## config.mk

```make
export PLATFORM = sky130hd
export DESIGN_NAME = accumDataloop
export DESIGN_NICKNAME = d
export VERILOG_FILES = /design/src/rtl/dlPkg.sv /design/src/rtl/dlDatapath.sv /design/src/rtl/dlControl.sv /design/src/rtl/accumDataloop.sv
export SDC_FILE = /design/constraint.sdc
export NUM_CORES = 1
export LEC_CHECK = 0
export ABC_AREA = 1
export BUFFER_PORTS_ARGS = -buffer_cell sky130_fd_sc_hd__buf_4
export CAP_MARGIN = 5
export CORE_MARGIN = 5
export CORE_UTILIZATION = 23
export CTS_CLUSTER_DIAMETER = 120
export CTS_CLUSTER_SIZE = 24
export DETAILED_ROUTE_END_ITERATION = 16
export PLACE_DENSITY_LB_ADDON = 0.12
export SETUP_SLACK_MARGIN = 0.3
export SYNTH_ARGS = -nofsm -noshare
export SYNTH_HDL_FRONTEND = slang
export SYNTH_SLANG_ARGS = --single-unit
```

## constraint.sdc

```tcl
create_clock -name clk -period 3.75 [get_ports clk]
set_clock_uncertainty 0.2 [all_clocks]
set_input_delay 0.1875 -clock clk [delete_from_list [all_inputs] [get_ports clk]]
set_output_delay 0.1875 -clock clk [all_outputs]
set_load 0.01 [all_outputs]
```

## src/rtl/dlPkg.sv

```systemverilog
package dlPkg;
  localparam int DL_ADDR_W = 3;
  localparam int DL_CTX_W  = 1;

  typedef enum logic {OP_ADD = 1'b0, OP_ADDC = 1'b1} aluOp_e;

  // strobes from control to datapath
  typedef struct packed {
    logic                 wrEn;
    logic                 wrFromAlu;
    logic [DL_ADDR_W-1:0] wrAddr;
    logic [DL_ADDR_W-1:0] rdAddrA;
    logic [DL_ADDR_W-1:0] rdAddrB;
    logic [DL_CTX_W-1:0]  bankSel;
    logic                 carryIn;
  } dlStrobe_t;
endpackage

```

## src/rtl/dlDatapath.sv

```systemverilog
module dlDatapath
  import dlPkg::*;
#(
  parameter int DATA_W = 8
) (
  input  logic              clk,
  input  logic              rstN,
  input  dlStrobe_t         stb,
  input  logic [DATA_W-1:0] immData,
  output logic [DATA_W-1:0] opA,
  output logic [DATA_W-1:0] opB,
  output logic              carryOut
);
  localparam int HALF    = 1 << (DL_ADDR_W - 1);
  localparam int NUM_CTX = 1 << DL_CTX_W;
  localparam int LOW_W   = DL_ADDR_W - 1;

  logic [DATA_W-1:0] sharedQ [HALF];
  logic [DATA_W-1:0] bankQ   [NUM_CTX][HALF];
  logic [DATA_W:0]   sumW;
  logic [DATA_W-1:0] wrData;

  function automatic logic [DATA_W-1:0] readReg(input logic [DL_ADDR_W-1:0] addr,
                                                input logic [DL_CTX_W-1:0]  bank);
    if (addr[DL_ADDR_W-1]) return bankQ[bank][addr[LOW_W-1:0]];
    else                   return sharedQ[addr[LOW_W-1:0]];
  endfunction

  // open read paths: no buffering between registers and adder
  always_comb begin
    opA      = readReg(stb.rdAddrA, stb.bankSel);
    opB      = readReg(stb.rdAddrB, stb.bankSel);
    sumW     = {1'b0, opA} + {1'b0, opB} + (DATA_W+1)'(stb.carryIn);
    carryOut = sumW[DATA_W];
    wrData   = stb.wrFromAlu ? sumW[DATA_W-1:0] : immData;
  end

  for (genvar i = 0; i < HALF; i++) begin : g_shared
    always_ff @(posedge clk or negedge rstN) begin
      if (!rstN) sharedQ[i] <= '0;
      else if (stb.wrEn && !stb.wrAddr[DL_ADDR_W-1] &&
               stb.wrAddr[LOW_W-1:0] == LOW_W'(i))
        sharedQ[i] <= wrData;
    end
  end

  for (genvar c = 0; c < NUM_CTX; c++) begin : g_ctx
    for (genvar i = 0; i < HALF; i++) begin : g_reg
      always_ff @(posedge clk or negedge rstN) begin
        if (!rstN) bankQ[c][i] <= '0;
        else if (stb.wrEn && stb.wrAddr[DL_ADDR_W-1] &&
                 stb.bankSel == DL_CTX_W'(c) &&
                 stb.wrAddr[LOW_W-1:0] == LOW_W'(i))
          bankQ[c][i] <= wrData;
      end
    end
  end
endmodule

```

## src/rtl/dlControl.sv

```systemverilog
module dlControl
  import dlPkg::*;
(
  input  logic                 clk,
  input  logic                 rstN,
  input  logic                 selValid,
  input  logic [DL_ADDR_W-1:0] selAddrA,
  input  logic [DL_ADDR_W-1:0] selAddrB,
  input  logic                 aluValid,
  input  logic                 aluOp,
  input  logic [DL_ADDR_W-1:0] aluDest,
  input  logic                 immValid,
  input  logic [DL_ADDR_W-1:0] immDest,
  input  logic                 ctxValid,
  input  logic [DL_CTX_W-1:0]  ctxRegIn,
  input  logic [DL_CTX_W-1:0]  ctxFlagIn,
  input  logic [DL_CTX_W-1:0]  ctxSelIn,
  input  logic                 carryOut,
  output dlStrobe_t            stb,
  output logic                 carryFlag
);
  localparam int NUM_CTX = 1 << DL_CTX_W;

  logic [DL_ADDR_W-1:0] selAQ [NUM_CTX];
  logic [DL_ADDR_W-1:0] selBQ [NUM_CTX];
  logic                 carryQ [NUM_CTX];
  logic [DL_CTX_W-1:0]  regCtxQ, flagCtxQ, selCtxQ;

  always_ff @(posedge clk or negedge rstN) begin
    if (!rstN) begin
      regCtxQ  <= '0;
      flagCtxQ <= '0;
      selCtxQ  <= '0;
    end else if (ctxValid) begin
      regCtxQ  <= ctxRegIn;
      flagCtxQ <= ctxFlagIn;
      selCtxQ  <= ctxSelIn;
    end
  end

  for (genvar c = 0; c < NUM_CTX; c++) begin : g_ctx
    always_ff @(posedge clk or negedge rstN) begin
      if (!rstN) begin
        selAQ[c] <= '0;
        selBQ[c] <= '0;
      end else if (selValid && selCtxQ == DL_CTX_W'(c)) begin
        selAQ[c] <= selAddrA;
        selBQ[c] <= selAddrB;
      end
    end

    always_ff @(posedge clk or negedge rstN) begin
      if (!rstN) carryQ[c] <= 1'b0;
      else if (aluValid && flagCtxQ == DL_CTX_W'(c)) carryQ[c] <= carryOut;
    end
  end

  always_comb begin
    carryFlag     = carryQ[flagCtxQ];
    stb.wrEn      = aluValid | immValid;
    stb.wrFromAlu = aluValid;
    stb.wrAddr    = aluValid ? aluDest : immDest;
    stb.rdAddrA   = selAQ[selCtxQ];
    stb.rdAddrB   = selBQ[selCtxQ];
    stb.bankSel   = regCtxQ;
    stb.carryIn   = (aluOp == OP_ADDC) ? carryQ[flagCtxQ] : 1'b0;
  end
endmodule

```

## src/rtl/accumDataloop.sv

```systemverilog
module accumDataloop
  import dlPkg::*;
#(
  parameter int DATA_W = 8
) (
  input  logic                 clk,
  input  logic                 rstN,
  input  logic                 selValid,
  input  logic [DL_ADDR_W-1:0] selAddrA,
  input  logic [DL_ADDR_W-1:0] selAddrB,
  input  logic                 aluValid,
  input  logic                 aluOp,
  input  logic [DL_ADDR_W-1:0] aluDest,
  input  logic                 immValid,
  input  logic [DL_ADDR_W-1:0] immDest,
  input  logic [DATA_W-1:0]    immData,
  input  logic                 ctxValid,
  input  logic [DL_CTX_W-1:0]  ctxRegIn,
  input  logic [DL_CTX_W-1:0]  ctxFlagIn,
  input  logic [DL_CTX_W-1:0]  ctxSelIn,
  output logic [DATA_W-1:0]    opA,
  output logic [DATA_W-1:0]    opB,
  output logic                 carryFlag
);
  dlStrobe_t stb;
  logic      carryOut;

  dlControl u_ctrl (
    .clk(clk), .rstN(rstN),
    .selValid(selValid), .selAddrA(selAddrA), .selAddrB(selAddrB),
    .aluValid(aluValid), .aluOp(aluOp), .aluDest(aluDest),
    .immValid(immValid), .immDest(immDest),
    .ctxValid(ctxValid), .ctxRegIn(ctxRegIn), .ctxFlagIn(ctxFlagIn), .ctxSelIn(ctxSelIn),
    .carryOut(carryOut), .stb(stb), .carryFlag(carryFlag)
  );

  dlDatapath #(.DATA_W(DATA_W)) u_dp (
    .clk(clk), .rstN(rstN), .stb(stb), .immData(immData),
    .opA(opA), .opB(opB), .carryOut(carryOut)
  );
endmodule

```

==> tab_implementation.tex <==
\begin{tabular}{lr}
\hline
Metric & Value \\
\hline
\multicolumn{2}{l}{\textbf{Outcome}} \\
Status & finished clean \\
\multicolumn{2}{l}{\textbf{Placed design}} \\
HPWL after DPL & 17480 µm \\
Input/output buffers & 46 \\
Weighted congestion at the end of routability-driven global placement & 0.7725 \\
Worst slack, placed & 0.1935 ns \\
Placed cell area & 0.007506 mm² \\
\multicolumn{2}{l}{\textbf{Layout}} \\
Number of nets in the finished design & 1048 \\
Most frequent standard cell in the layout excluding fill and tap cells & nand2\_1 \\
Layout Cell Area excl Fill & 0.008439 mm² \\
Multi-input gate area in the final layout & 0.003344 mm² \\
Leading cell types in the layout, fill and taps excluded & nand2\_1, dfrtp\_1, o21ai\_0 \\
Ratio of cells with drive above 1 in the final layout & 16.55\% \\
Footprint of the flip-flops and latches & 0.002833 mm² \\
Area Growth Syn to Fin & 27.41\% \\
Inserted Diodes & 0 \\
Number of fill cells in the layout & 3166 \\
Fin util & 29.56\% \\
\multicolumn{2}{l}{\textbf{Worst setup path}} \\
End of the worst register-to-register path & u\_dp.bankQ[59] \\
Critical path type & flip-flop to flip-flop \\
Kind of capture point of the worst setup path & flip-flop \\
RR Startpoint & u\_ctrl.selCtxQ \\
Worst EP arrival & 3.38 ns \\
Nature of the critical path startpoint & flip-flop \\
Cells on worst reg2reg path & 14 \\
Peak fanout along the critical path & 21 \\
Critical Path RT & 3.85 ns \\
Worst R2R Setup Slack & 0.47 ns \\
\multicolumn{2}{l}{\textbf{Yosys}} \\
Sequential cell area fraction in the yosys report & 42.69\% \\
Post-synthesis area per instance & 7.100 µm² \\
Warnings from Yosys & 0 \\
Post-Synthesis Cells & 933 \\
Mapped Area & 0.006624 mm² \\
Top post-synthesis cells by area & dfrtp\_1, nand2\_1, o21ai\_0, nand3\_1, inv\_1 \\
Post-Syn Nets & 972 \\
Post-synthesis cell type count & 30 \\
Yosys reg bits & 113 \\
Synth area leader & dfrtp\_1 \\
Top-area cell type share of the netlist area & 42.69\% \\
\multicolumn{2}{l}{\textbf{Global routing}} \\
Vias in the first global route & 6248 \\
Pin count of the biggest net entering global routing & 60 \\
Initial antenna violation count & 0 \\
First-pass GRT wire length & 38310 µm \\
GRT Residual Overflow & 0 \\
Global-route usage over all layers & 15.18\% \\
\multicolumn{2}{l}{\textbf{Clock network}} \\
Total number of clock tree sinks & 113 \\
Clock insertion delay at the later pin of the skew report & 0.42 ns \\
Number of H-tree levels & 4 \\
CTS max path bufs & 2 \\
TritonCTS clock tree & yes \\
Clock buffer count from CTS & 17 \\
Clock root buffer & clkbuf\_16 \\
Worst-path clk slew & 0.06 ns \\
\multicolumn{2}{l}{\textbf{STA}} \\
Pin slew with the least headroom to its limit & 0.8092 ns \\
Worst-case headroom to the max-slew limit & 46.05\% \\
Timing-limited maximum frequency & 305.1 MHz \\
Total negative setup slack & 0 ns \\
Number of failing setup endpoints in the final timing report & 0 \\
Final period util & 87.41\% \\
Max-slew violation total from the final report & 0 \\
Unrepaired setup endpoints after global routing & true \\
Count of final hold-check violations & 0 \\
Final critical-path required period & 3.278 ns \\
Final setup slack of the worst path & 0.4723 ns \\
\multicolumn{2}{l}{\textbf{Min path}} \\
Hold Path Stages & 4 \\
End of the worst hold path & u\_ctrl.selAQ[2] \\
Kind of path behind the tightest hold check & input port to flip-flop \\
Worst Min Path Start & selValid \\
\multicolumn{2}{l}{\textbf{Pwr}} \\
VDD IR-drop max & 334.7 µV \\
Cell leakage power & 4.119 nW \\
Overall power & 6.951 mW \\
Power density cells & 823.7 mW/mm² \\
\multicolumn{2}{l}{\textbf{Routing}} \\
Post-DR vias/cell & 4.520 \\
Count of antenna-violating nets left after detailed routing & 0 \\
DRC & 0 \\
Vias & 6350 \\
Starting DRT DRC Count & 461 \\
Drt wl/cell & 17.69 µm \\
Total detailed-routing wirelength & 24850 µm \\
Count of TritonRoute iterations in the first routing pass & 5 \\
\multicolumn{2}{l}{\textbf{Floorplanning}} \\
Die span in y & 179.7 µm \\
Number of top-level design ports & 47 \\
Area of the die & 0.03229 mm² \\
Die W & 179.7 µm \\
Placement row count & 62 \\
Area of the core region & 0.02855 mm² \\
Initial standard-cell utilization of the core & 23.20\% \\
\multicolumn{2}{l}{\textbf{Run}} \\
Max-cap viol count & 0 \\
\hline
\end{tabular}
## final cells by class
type	instances	share of cell area (%)
clock buffer	18	5.204
sequential	113	33.57
multi-input combinational	697	39.63
clock inverter	13	1.646
inverter	78	3.469
tap	384	5.693
timing repair buffer	102	10.79
## sequential cells by signal (all words and copies together) (netlist names)
register and count:
u_ctrl.carryQ 2, u_ctrl.regCtxQ 1, u_ctrl.selBQ 6, u_ctrl.selAQ 6, u_ctrl.selCtxQ 1, u_dp.bankQ 64
u_ctrl.flagCtxQ 1, u_dp.sharedQ 32
## critical path, stage by stage (launching register included)
cell,delay [ns]
dfrtp_2,0.46
buf_4,0.17
o21ai_4,0.22
buf_12,0.20
o21ai_0,0.10
o21ai_0,0.22
nand2_1,0.08
nand2_1,0.14
ha_1,0.30
a21oi_1,0.20
nand2_2,0.12
xnor2_2,0.29
nand2_1,0.28
nand3_1,0.13
nand2_1,0.06
## synthesized netlist by cell type (all sizes together)
cell / instances
nand2: 366
o21ai: 125
dfrtp: 113
nand3: 86
inv: 76
nor2: 39
a21oi: 35
buf: 28
clkbuf: 18
a31oi: 8
mux2i: 8
or2: 8
ha: 7
o211ai: 7
clkinv: 2
fa: 2
xnor2: 2
nand3b: 1
nand4: 1
o21a: 1
## metrics by stage
step	hold WS, ns	cells
after detailed placement	0.1345	1349
after CTS	0.07474	1397
after global routing	0.1209	1405
after global placement	0.1430	1349
after floorplan	-0.3081	933
final	0.08947	1405
## cells by family after synthesis
family,Yosys count,synth area share (%)
AO/OA/AOI/OAI,176,13.86
XOR/XNOR,2,0.2645
adder cells (fa/ha/maj),9,1.927
buffers and inverters,124,7.782
flip-flops,113,42.69
multiplexers,8,1.209
AND/OR/NAND/NOR,501,32.26
## worst max-delay path by stage
stage | start | end | slack, ns | cells past startpoint
floorplan | u_ctrl.selCtxQ | u_dp.bankQ[22] | 0.51 | 19
global placement | u_ctrl.selCtxQ | u_dp.bankQ[52] | 0.18 | 17
detailed placement | u_ctrl.selCtxQ | u_dp.bankQ[44] | 0.19 | 17
CTS | u_ctrl.selCtxQ | u_dp.bankQ[28] | 0.30 | 17
global route | u_ctrl.selCtxQ | u_dp.sharedQ[20] | 0.28 | 19
finish | u_ctrl.selCtxQ | u_dp.bankQ[59] | 0.47 | 14
## timing repair
| action | in CTS | in global routing |
|---|---|---|
| pin swaps | 0 | 4 |
| hold endpoints to repair | 70 | 0 |
| endpoints found under the setup margin | 38 | 67 |
| cloned | 0 | 2 |
| resized for setup | 9 | 32 |
| hold buffers | 17 | 0 |
| setup buffers | 0 | 6 |
## report_power, final
part / switching, mW / total (mW) / leakage, nW / internal (mW)
combinational: 2.05 / 3.27 / 2.46 / 1.22
sequential: 0.308 / 2.06 / 1.39 / 1.76
clock: 0.626 / 1.62 / 0.270 / 0.990
total: 2.98 / 6.95 / 4.12 / 3.97
## metal layers
| metal | up-vias | global-route usage, % | wire (µm) |
|---|---|---|---|
| met1 | 3038 | 22.69 | 12980 |
| li1 | 3158 | - | - |
| met2 | 140 | 22.83 | 10700 |
| met5 | - | 0 | 0 |
| met4 | 0 | 3.139 | 228 |
| met3 | 14 | 2.910 | 940 |
Note: power is estimated with default switching activity, not from simulation.
